### src/rtl/bitop_pkg.sv
package bitop_pkg;

  localparam int CMD_W   = 16;
  localparam int RW_BIT  = 13;
  localparam int OP_LSB  = 8;
  localparam int OP_W    = 5;

  localparam logic [OP_W-1:0] OP_CS_LOW  = 5'h08;
  localparam logic [OP_W-1:0] OP_CS_HIGH = 5'h09;
  localparam logic [OP_W-1:0] OP_SHIFT   = 5'h04;

  typedef enum logic [1:0] {
    PRIM_BAD = 2'd0,
    PRIM_CSL = 2'd1,
    PRIM_CSH = 2'd2,
    PRIM_BIT = 2'd3
  } prim_kind_e;

  typedef struct packed {
    prim_kind_e kind;
    logic       bit_val;
  } prim_t;

  // Turns a raw command word into a primitive; anything unrecognised is PRIM_BAD.
  function automatic prim_t decode_cmd(input logic [CMD_W-1:0] w);
    prim_t p;
    logic [OP_W-1:0] op;
    op        = w[OP_LSB +: OP_W];
    p.bit_val = w[0];
    p.kind    = PRIM_BAD;
    if (w[RW_BIT]) begin
      case (op)
        OP_CS_LOW:  p.kind = PRIM_CSL;
        OP_CS_HIGH: p.kind = PRIM_CSH;
        OP_SHIFT:   p.kind = PRIM_BIT;
        default:    p.kind = PRIM_BAD;
      endcase
    end
    return p;
  endfunction

  // Phase length in cycles: a programmed zero counts as one.
  function automatic logic [15:0] eff_half(input logic [15:0] h);
    return (h == 16'd0) ? 16'd1 : h;
  endfunction

endpackage

### src/rtl/bitop_fifo.sv
module bitop_fifo #(
  parameter int W     = 16,
  parameter int DEPTH = 4
) (
  input  logic         clk,
  input  logic         rst_n,
  input  logic         flush,
  input  logic         push,
  input  logic [W-1:0] din,
  input  logic         pop,
  output logic [W-1:0] dout,
  output logic         empty,
  output logic         full
);
  localparam int PW = (DEPTH > 1) ? $clog2(DEPTH) : 1;
  localparam int CW = $clog2(DEPTH + 1);
  localparam logic [CW-1:0] CNT_MAX = CW'(DEPTH);
  localparam logic [PW-1:0] PTR_MAX = PW'(DEPTH - 1);

  logic [W-1:0]  mem [DEPTH];
  logic [PW-1:0] wr_ptr, rd_ptr;
  logic [CW-1:0] count;
  logic          do_push, do_pop;

  assign empty   = (count == '0);
  assign full    = (count == CNT_MAX);
  assign do_push = push && !full;
  assign do_pop  = pop && !empty;
  assign dout    = mem[rd_ptr];

  function automatic logic [PW-1:0] ptr_next(input logic [PW-1:0] p);
    return (p == PTR_MAX) ? '0 : p + 1'b1;
  endfunction

  always_ff @(posedge clk) begin
    if (!rst_n || flush) begin
      wr_ptr <= '0;
      rd_ptr <= '0;
      count  <= '0;
    end else begin
      if (do_push) wr_ptr <= ptr_next(wr_ptr);
      if (do_pop)  rd_ptr <= ptr_next(rd_ptr);
      case ({do_push, do_pop})
        2'b10:   count <= count + 1'b1;
        2'b01:   count <= count - 1'b1;
        default: count <= count;
      endcase
    end
  end

  for (genvar i = 0; i < DEPTH; i++) begin : g_slot
    always_ff @(posedge clk) begin
      if (do_push && wr_ptr == PW'(i)) mem[i] <= din;
    end
  end

endmodule

### src/rtl/bitop_engine.sv
module bitop_engine
  import bitop_pkg::*;
#(
  parameter int HW = 8
) (
  input  logic          clk,
  input  logic          rst_n,
  input  logic          abort,
  input  logic          start,
  input  prim_t         prim,
  input  logic [HW-1:0] half_period,
  input  logic          err_clr,
  output logic          csn,
  output logic          sck,
  output logic          mosi,
  output logic          active,
  output logic          err
);
  typedef enum logic [1:0] {ST_IDLE, ST_HIGH, ST_LOW} st_e;

  st_e           st;
  logic [HW-1:0] cnt;
  logic [HW-1:0] reload;

  assign reload = HW'(eff_half(16'(half_period)));
  assign active = (st != ST_IDLE);

  always_ff @(posedge clk) begin
    if (!rst_n) begin
      st   <= ST_IDLE;
      cnt  <= '0;
      csn  <= 1'b1;
      sck  <= 1'b0;
      mosi <= 1'b0;
      err  <= 1'b0;
    end else if (abort) begin
      st  <= ST_IDLE;
      cnt <= '0;
      csn <= 1'b1;
      sck <= 1'b0;
    end else begin
      if (err_clr) err <= 1'b0;
      case (st)
        ST_IDLE: begin
          if (start) begin
            case (prim.kind)
              PRIM_CSL: csn <= 1'b0;
              PRIM_CSH: csn <= 1'b1;
              PRIM_BIT: begin
                mosi <= prim.bit_val;
                sck  <= 1'b1;
                cnt  <= reload;
                st   <= ST_HIGH;
              end
              default: err <= 1'b1;
            endcase
          end
        end
        ST_HIGH: begin
          if (cnt <= 1) begin
            sck <= 1'b0;
            cnt <= reload;
            st  <= ST_LOW;
          end else begin
            cnt <= cnt - 1'b1;
          end
        end
        ST_LOW: begin
          if (cnt <= 1) st <= ST_IDLE;
          else          cnt <= cnt - 1'b1;
        end
        default: st <= ST_IDLE;
      endcase
    end
  end

endmodule

### src/rtl/bitop_pinmux.sv
module bitop_pinmux (
  input  logic manual,
  input  logic man_csn,
  input  logic man_sck,
  input  logic man_mosi,
  input  logic eng_csn,
  input  logic eng_sck,
  input  logic eng_mosi,
  output logic spi_csn,
  output logic spi_sck,
  output logic spi_mosi
);
  always_comb begin
    if (manual) begin
      spi_csn  = man_csn;
      spi_sck  = man_sck;
      spi_mosi = man_mosi;
    end else begin
      spi_csn  = eng_csn;
      spi_sck  = eng_sck;
      spi_mosi = eng_mosi;
    end
  end
endmodule

### src/rtl/bitop_seq_top.sv
module bitop_seq_top
  import bitop_pkg::*;
#(
  parameter int DEPTH = 4,
  parameter int HW    = 8
) (
  input  logic              clk,
  input  logic              rst_n,
  input  logic              mux_sel,
  input  logic              man_en,
  input  logic              cmd_valid,
  input  logic [CMD_W-1:0]  cmd_word,
  input  logic [HW-1:0]     half_period,
  input  logic              err_clr,
  input  logic              eng_csn,
  input  logic              eng_sck,
  input  logic              eng_mosi,
  output logic              spi_csn,
  output logic              spi_sck,
  output logic              spi_mosi,
  output logic              busy,
  output logic              err
);
  logic             manual;
  logic             push, pop;
  logic             q_empty, q_full;
  logic [CMD_W-1:0] q_word;
  prim_t            prim;
  logic             exec_active;
  logic             man_csn, man_sck, man_mosi;

  assign manual = mux_sel && man_en;
  assign push   = cmd_valid && manual && !q_full;
  assign pop    = manual && !q_empty && !exec_active;
  assign prim   = decode_cmd(q_word);
  assign busy   = !q_empty || exec_active;

  bitop_fifo #(.W(CMD_W), .DEPTH(DEPTH)) u_fifo (
    .clk   (clk),
    .rst_n (rst_n),
    .flush (!manual),
    .push  (push),
    .din   (cmd_word),
    .pop   (pop),
    .dout  (q_word),
    .empty (q_empty),
    .full  (q_full)
  );

  bitop_engine #(.HW(HW)) u_engine (
    .clk         (clk),
    .rst_n       (rst_n),
    .abort       (!manual),
    .start       (pop),
    .prim        (prim),
    .half_period (half_period),
    .err_clr     (err_clr),
    .csn         (man_csn),
    .sck         (man_sck),
    .mosi        (man_mosi),
    .active      (exec_active),
    .err         (err)
  );

  bitop_pinmux u_mux (
    .manual   (manual),
    .man_csn  (man_csn),
    .man_sck  (man_sck),
    .man_mosi (man_mosi),
    .eng_csn  (eng_csn),
    .eng_sck  (eng_sck),
    .eng_mosi (eng_mosi),
    .spi_csn  (spi_csn),
    .spi_sck  (spi_sck),
    .spi_mosi (spi_mosi)
  );

endmodule

### config.mk
export PLATFORM = sky130hd
export DESIGN_NAME = bitop_seq_top
export DESIGN_NICKNAME = d
export VERILOG_FILES = /design/src/rtl/bitop_pkg.sv /design/src/rtl/bitop_fifo.sv /design/src/rtl/bitop_engine.sv /design/src/rtl/bitop_pinmux.sv /design/src/rtl/bitop_seq_top.sv
export SDC_FILE = /design/constraint.sdc
export NUM_CORES = 1
export LEC_CHECK = 0
export CAP_MARGIN = 25
export CORE_MARGIN = 1
export CORE_UTILIZATION = 53
export CTS_CLUSTER_SIZE = 30
export DETAILED_ROUTE_END_ITERATION = 10
export GPL_TIMING_DRIVEN = 0
export PLACE_DENSITY = 0.78
export SYNTH_ARGS = -nofsm -noshare
export SYNTH_HDL_FRONTEND = slang
export SYNTH_SLANG_ARGS = --single-unit
### constraint.sdc
create_clock -name clk -period 7.77 [get_ports clk]
set_input_delay 1.554 -clock clk [delete_from_list [all_inputs] [get_ports clk]]
set_output_delay 1.554 -clock clk [all_outputs]
set_load 0.03 [all_outputs]
After elaboration in Yosys (flattened, before gate mapping)
Memory sizes are Yosys's and may differ from the RTL's. A register that Yosys moved wholly into a read port is not among the register bits.
Index checks and enable logic that the tools add are counted.
{"block": "totals", "regBits": 21, "latch_bits": 0, "ram_bits": 64, "romBits": 0, "out_inout_bits": 5, "mem_count": 1}
{"name": "u_fifo.mem", "words": 4, "width": 16, "read_ports": 1, "rd_ports_with_merged_regs": 1, "write_ports": 1, "line_no": "bitop_fifo.sv:20", "text": "logic [W-1:0] mem [DEPTH];"}
{"block": "op_classes", "addsub": 5, "n_mul": 0, "n_div": 0, "n_lt_le_gt_ge": 1, "eq_ne": 20, "shifts": 0, "n_mux": 47, "bitwise_logic": 0, "reduce_logical": 37}
{"op": "2-to-1 mux 16 bit", "count": 3}
{"op": "OR reduction 16 bit", "count": 3}
{"op": "2-to-1 mux 8 bit", "count": 5}
{"op": "2-to-1 mux 2 bit", "count": 12}
{"op": "one-hot mux 8 bit (3 select lines)", "count": 1}
{"op": "2-to-1 mux 1 bit", "count": 21}
{"op": "AND reduction 4 bit", "count": 4}
{"op": "== test 2 bit, second input constant", "count": 7}
{"op": "one-hot mux 2 bit (3 select lines)", "count": 2}
{"op": "logical AND 1 bit", "count": 11}
{"op": "== test 5 x 4 -> 1 bit, second input constant", "count": 2}
{"op": "== test 2 x 1 -> 1 bit, second input constant", "count": 4}
{"op": "<= comparator 8 x 1 -> 1 bit, second input constant", "count": 1}
{"op": "logical NOT 8 bit", "count": 1}
{"op": "nonzero test 2 bit", "count": 4}
{"op": "subtractor 8 x 1 -> 8 bit, second input constant", "count": 1}
{"op": "inequality test 2 bit, second input constant", "count": 3}
{"op": "one-hot mux 3 bit (2 select lines)", "count": 1}
{"op": "== test 5 x 3 -> 1 bit, second input constant", "count": 1}
{"op": "logical NOT 1 bit", "count": 5}
{"op": "adder 2 x 1 -> 2 bit, second input constant", "count": 2}
{"op": "logical NOT 2 bit", "count": 2}
{"op": "inequality test 2 x 1 -> 1 bit, second input constant", "count": 2}
{"op": "one-hot mux 1 bit (2 select lines)", "count": 2}
{"op": "9 further kinds", "count": 10}

Depth between registers and ports, before layout
{"block": "depth", "depth_word": 11, "ltp_mapped": 12, "mapped_depth_nobuf": 11}

Modules after synthesis
From an unflattened synthesis, not the netlist that was laid out.
{"block": "unflattened", "cells_unflattened": 281, "area_unflattened_um2": 3932.5}
{"mod": "bitop_fifo", "instances": 1, "cells_per_inst": 139, "area_each_um2": 2797.7, "seq_area_each_um2": 2102.0}
{"mod": "bitop_engine", "instances": 1, "cells_per_inst": 128, "area_each_um2": 1026.0, "seq_area_each_um2": 280.3}
{"mod": "bitop_seq_top", "instances": 1, "cells_per_inst": 11, "area_each_um2": 75.1, "seq_area_each_um2": 0.0}
{"mod": "bitop_pinmux", "instances": 1, "cells_per_inst": 3, "area_each_um2": 33.8, "seq_area_each_um2": 0.0}

Worst setup path after synthesis
No wires, ideal clock.
{"block": "synth_path", "kind": "in2out", "startpoint": "in mux_sel", "endpoint": "out spi_csn", "t_arrival_ps": 2102, "path_slack_ps": 4114, "path_stages": 2, "n_path_buf": 0, "cell_sequence": "nand2_1 > mux2_2"}
{"block": "synth_between", "elab_chain_len": 2}
{"item": "start, declared", "line_no": "bitop_seq_top.sv:9", "text": "input logic mux_sel,"}
{"item": "logical AND 1 bit", "line_no": "bitop_seq_top.sv:32", "text": "assign manual = mux_sel && man_en;"}
{"item": "2-to-1 mux 1 bit", "line_no": "bitop_pinmux.sv:14", "text": "if (manual) begin"}
{"item": "end, declared", "line_no": "bitop_seq_top.sv:18", "text": "output logic spi_csn,"}
No other way between the ends.

Worst setup path after layout
{"block": "layout_path", "startpoint": "in man_en", "endpoint": "out spi_csn"}
{"block": "layout_between", "elab_chain_len": 2}
{"item": "start, declared", "line_no": "bitop_seq_top.sv:10", "text": "input logic man_en,"}
{"item": "logical AND 1 bit", "line_no": "bitop_seq_top.sv:32"}
{"item": "2-to-1 mux 1 bit", "line_no": "bitop_pinmux.sv:14"}
No other way between the ends.

==> qor.txt <==
Pleak = 1.07 nW
Post-CTS sizing = 0
Via count normalized by instance count = 5.83
Number of buffers on the longest clock path = 2
Number of enable-type register cells in the synthesized netlist = 28
Share of flip-flops with an asynchronous set or reset after synthesis = 0%
Final total negative setup slack = 0 ns
Count of state elements after synthesis = 51
Top cell type's share of synthesized area = 32.7%
Class of the most critical setup path = in -> out
FF+latch area = 0.00130 sq mm
Syn nets = 281
Clock latency on the worst-skew pair = 0.31 ns
Number of cell rows = 24
Min-delay worst type = reg -> reg
Top post-synthesis cells by count = 28 x sky130_fd_sc_hd__edfxtp_1, 24 x sky130_fd_sc_hd__nand2_1, 23 x sky130_fd_sc_hd__dfxtp_1, 18 x sky130_fd_sc_hd__nor2_1, 17 x sky130_fd_sc_hd__a21oi_1
Transition time of the tightest slew-check pin = 0.580 ns
Clock slew at the register clock pins of the worst setup and hold paths = 0.09 ns
Synth warn = 0
I/O pin total = 38
Mapped Avg Cell Area = 11.0 sq um
Net count of the finished layout = 316
Detailed-router iteration count before antenna repair = 4
Fmax = 207 MHz
Count of inserted antenna diode cells = 0
Initial Utilization = 57.1%
Final weighted congestion of routability-driven global placement = 0.938
Area added between synthesis and finish = 17.0%
DR iter-0 viols = 118
Endpoint arrival time on the critical path = 3.27 ns
Remaining global-route overflow = 0
Period minus WS final = 4.82 ns
Nature of the critical path endpoint = output pin
Ratio of final minimum period to clock period = 62.0%
TritonCTS clock tree = yes
Sequential element share of the synthesized area = 50.6%
Maxcap violations = 0
Number of global-route vias before repair = 1726
Overall routed net length = 4980 microns
Antenna-violating nets left = 0
Area of the die = 0.00514 sq mm
Die width = 71.7 microns
Depth of the CTS H-tree = 2
Primary FF master, synth = sky130_fd_sc_hd__edfxtp_1
Worst slew margin relative to its limit = 61.3%
Fin. max-slew vios = 0
Most area-consuming cells after synthesis = sky130_fd_sc_hd__edfxtp_1 33%, sky130_fd_sc_hd__dfxtp_1 18%, sky130_fd_sc_hd__ha_1 6.8%, sky130_fd_sc_hd__mux4_2 3.5%, sky130_fd_sc_hd__nand2_1 3.5%
Total power divided by cell area = 157 mW/mm^2
Setup Viol. Count Final = 0
Routed length per instance = 15.5 microns
Largest clock skew in the final design = 0.00861 ns
Vias after detailed routing = 1872
Die Ht = 71.7 microns
Worst-case hold slack = 0.482 ns
Post-synth design cell area = 0.00257 sq mm
Dominant cell by count in the synthesized netlist = sky130_fd_sc_hd__edfxtp_1
Number of hold buffers added after cts = 0
CTS root buf = sky130_fd_sc_hd__clkbuf_8
Input/output buffers = 28
Setup crit start kind = input port
Filler cells = 362
Cell taking the most area after synthesis = sky130_fd_sc_hd__edfxtp_1
Final Total Pwr = 473 uW
Number of buffers added by the clock tree synthesis step = 5
Post CTS Setup Buffer Count = 0
Outcome = completed
Final hold vios = 0
Unrepaired setup endpoints after global routing = no
VDD IR max = 0.0000897 V
Maximum number of pins on one net before global-route repair = 18
Max Fanout on Critical Path = 5
Global-route wire length before repair = 8210 microns
Number of standard cells after synthesis = 233
Overall fraction of global-route tracks in use = 21.2%
Fraction of final layout cells with drive strength greater than 1 = 11.9%
Half-perimeter wire length after detailed placement = 3590 microns
Count of clock tree sinks = 51
Total core area = 0.00450 sq mm
Data required time of the worst path = 6.22 ns
Multi-input combinational cell area = 0.00119 sq mm
Library cells used by synthesis = 55
Initial antenna violation count = 0
DRC violations left = 0
-- worst paths after layout --
check,startpoint,endpoint,slack (ns),cells after the start
worst max-delay path,man_en,spi_csn,2.95,4
worst max register to register,flip-flop,u_engine.cnt[2],4.25,12
worst min-delay path,u_engine.cnt[4],u_engine.cnt[4],0.48,2
worst min register to register,u_engine.cnt[4],u_engine.cnt[4],0.48,2
-- layout make-up --
class,instances,area share [%]
sequential,51,43.2
multi-input combinational,163,39.6
timing repair buffer,28,9.31
clock buffer,5,2.29
tap,52,2.16
inverter,15,1.87
buffer,4,0.790
clock inverter,3,0.748
-- critical path: stages --
cell and delay [ns]:
sky130_fd_sc_hd__clkdlybuf4s50_1 0.55, sky130_fd_sc_hd__nand2_1 0.21, sky130_fd_sc_hd__mux2_2 0.28, sky130_fd_sc_hd__clkdlybuf4s50_1 0.67
-- state kept, by name, indices dropped and copies added, names as in the netlist, named ones only --
register       count
u_fifo.wr_ptr      2
u_fifo.count       3
u_engine.sck       1
u_fifo.rd_ptr      2
u_engine.mosi      1
u_engine.err       1
u_engine.csn       1
u_engine.st        2
u_engine.cnt       8
u_fifo.mem        28
-- metal layers --
metal	global-route usage [%]	routed length, microns	vias up
met1	31.6	2460	873
met2	29.5	2130	57
li1	-	-	931
met4	8.50	80	0
met3	5.20	306	11
met5	0	0	-
-- per-stage QoR --
| stage | util, % | cells | setup slack [ns] | cell area (sq um) |
|---|---|---|---|---|
| floorplan | - | 233 | 4.11 | 2570 |
| global placement | 64.8 | 313 | 2.97 | 2920 |
| detailed placement | 64.8 | 313 | 2.94 | 2920 |
| CTS | 66.8 | 321 | 2.95 | 3010 |
| global route | 66.8 | 321 | 2.90 | 3010 |
| finish | 66.8 | 321 | 2.95 | 3010 |
-- power breakdown --
group | switching (mW) | internal (mW) | total [mW]
clock | 0.0918 | 0.0647 | 0.156
combinational | 0.0135 | 0.0166 | 0.0302
sequential | 0.000649 | 0.285 | 0.286
total | 0.106 | 0.367 | 0.473
-- cells by family (layout without fill, tap and decap cells) --
logic type      after synthesis  in the layout  share of synthesized area [%]
mux                          12             12                           6.85
compound gates               51             51                           14.1
buf+inv                      19             55                           3.11
flops                        51             51                           50.6
xor+xnor                      3              3                           1.02
simple gates                 82             82                           16.8
fa+ha+maj                    15             15                           7.58
-- cells in the final DEF (no fill, tap or decap), types with 5 or more instances in the layout --
cell type	netlist	final
sky130_fd_sc_hd__a21oi_1	17	17
sky130_fd_sc_hd__clkbuf_8	0	5
sky130_fd_sc_hd__clkdlybuf4s50_1	0	28
sky130_fd_sc_hd__dfxtp_1	23	23
sky130_fd_sc_hd__edfxtp_1	28	28
sky130_fd_sc_hd__ha_1	14	14
sky130_fd_sc_hd__inv_1	15	15
sky130_fd_sc_hd__nand2_1	24	24
sky130_fd_sc_hd__nand3_1	6	6
sky130_fd_sc_hd__nor2_1	18	18
sky130_fd_sc_hd__nor4_1	5	5
sky130_fd_sc_hd__o21ai_0	6	6
sky130_fd_sc_hd__o22ai_1	5	5
(Power assumes the default switching activity.)
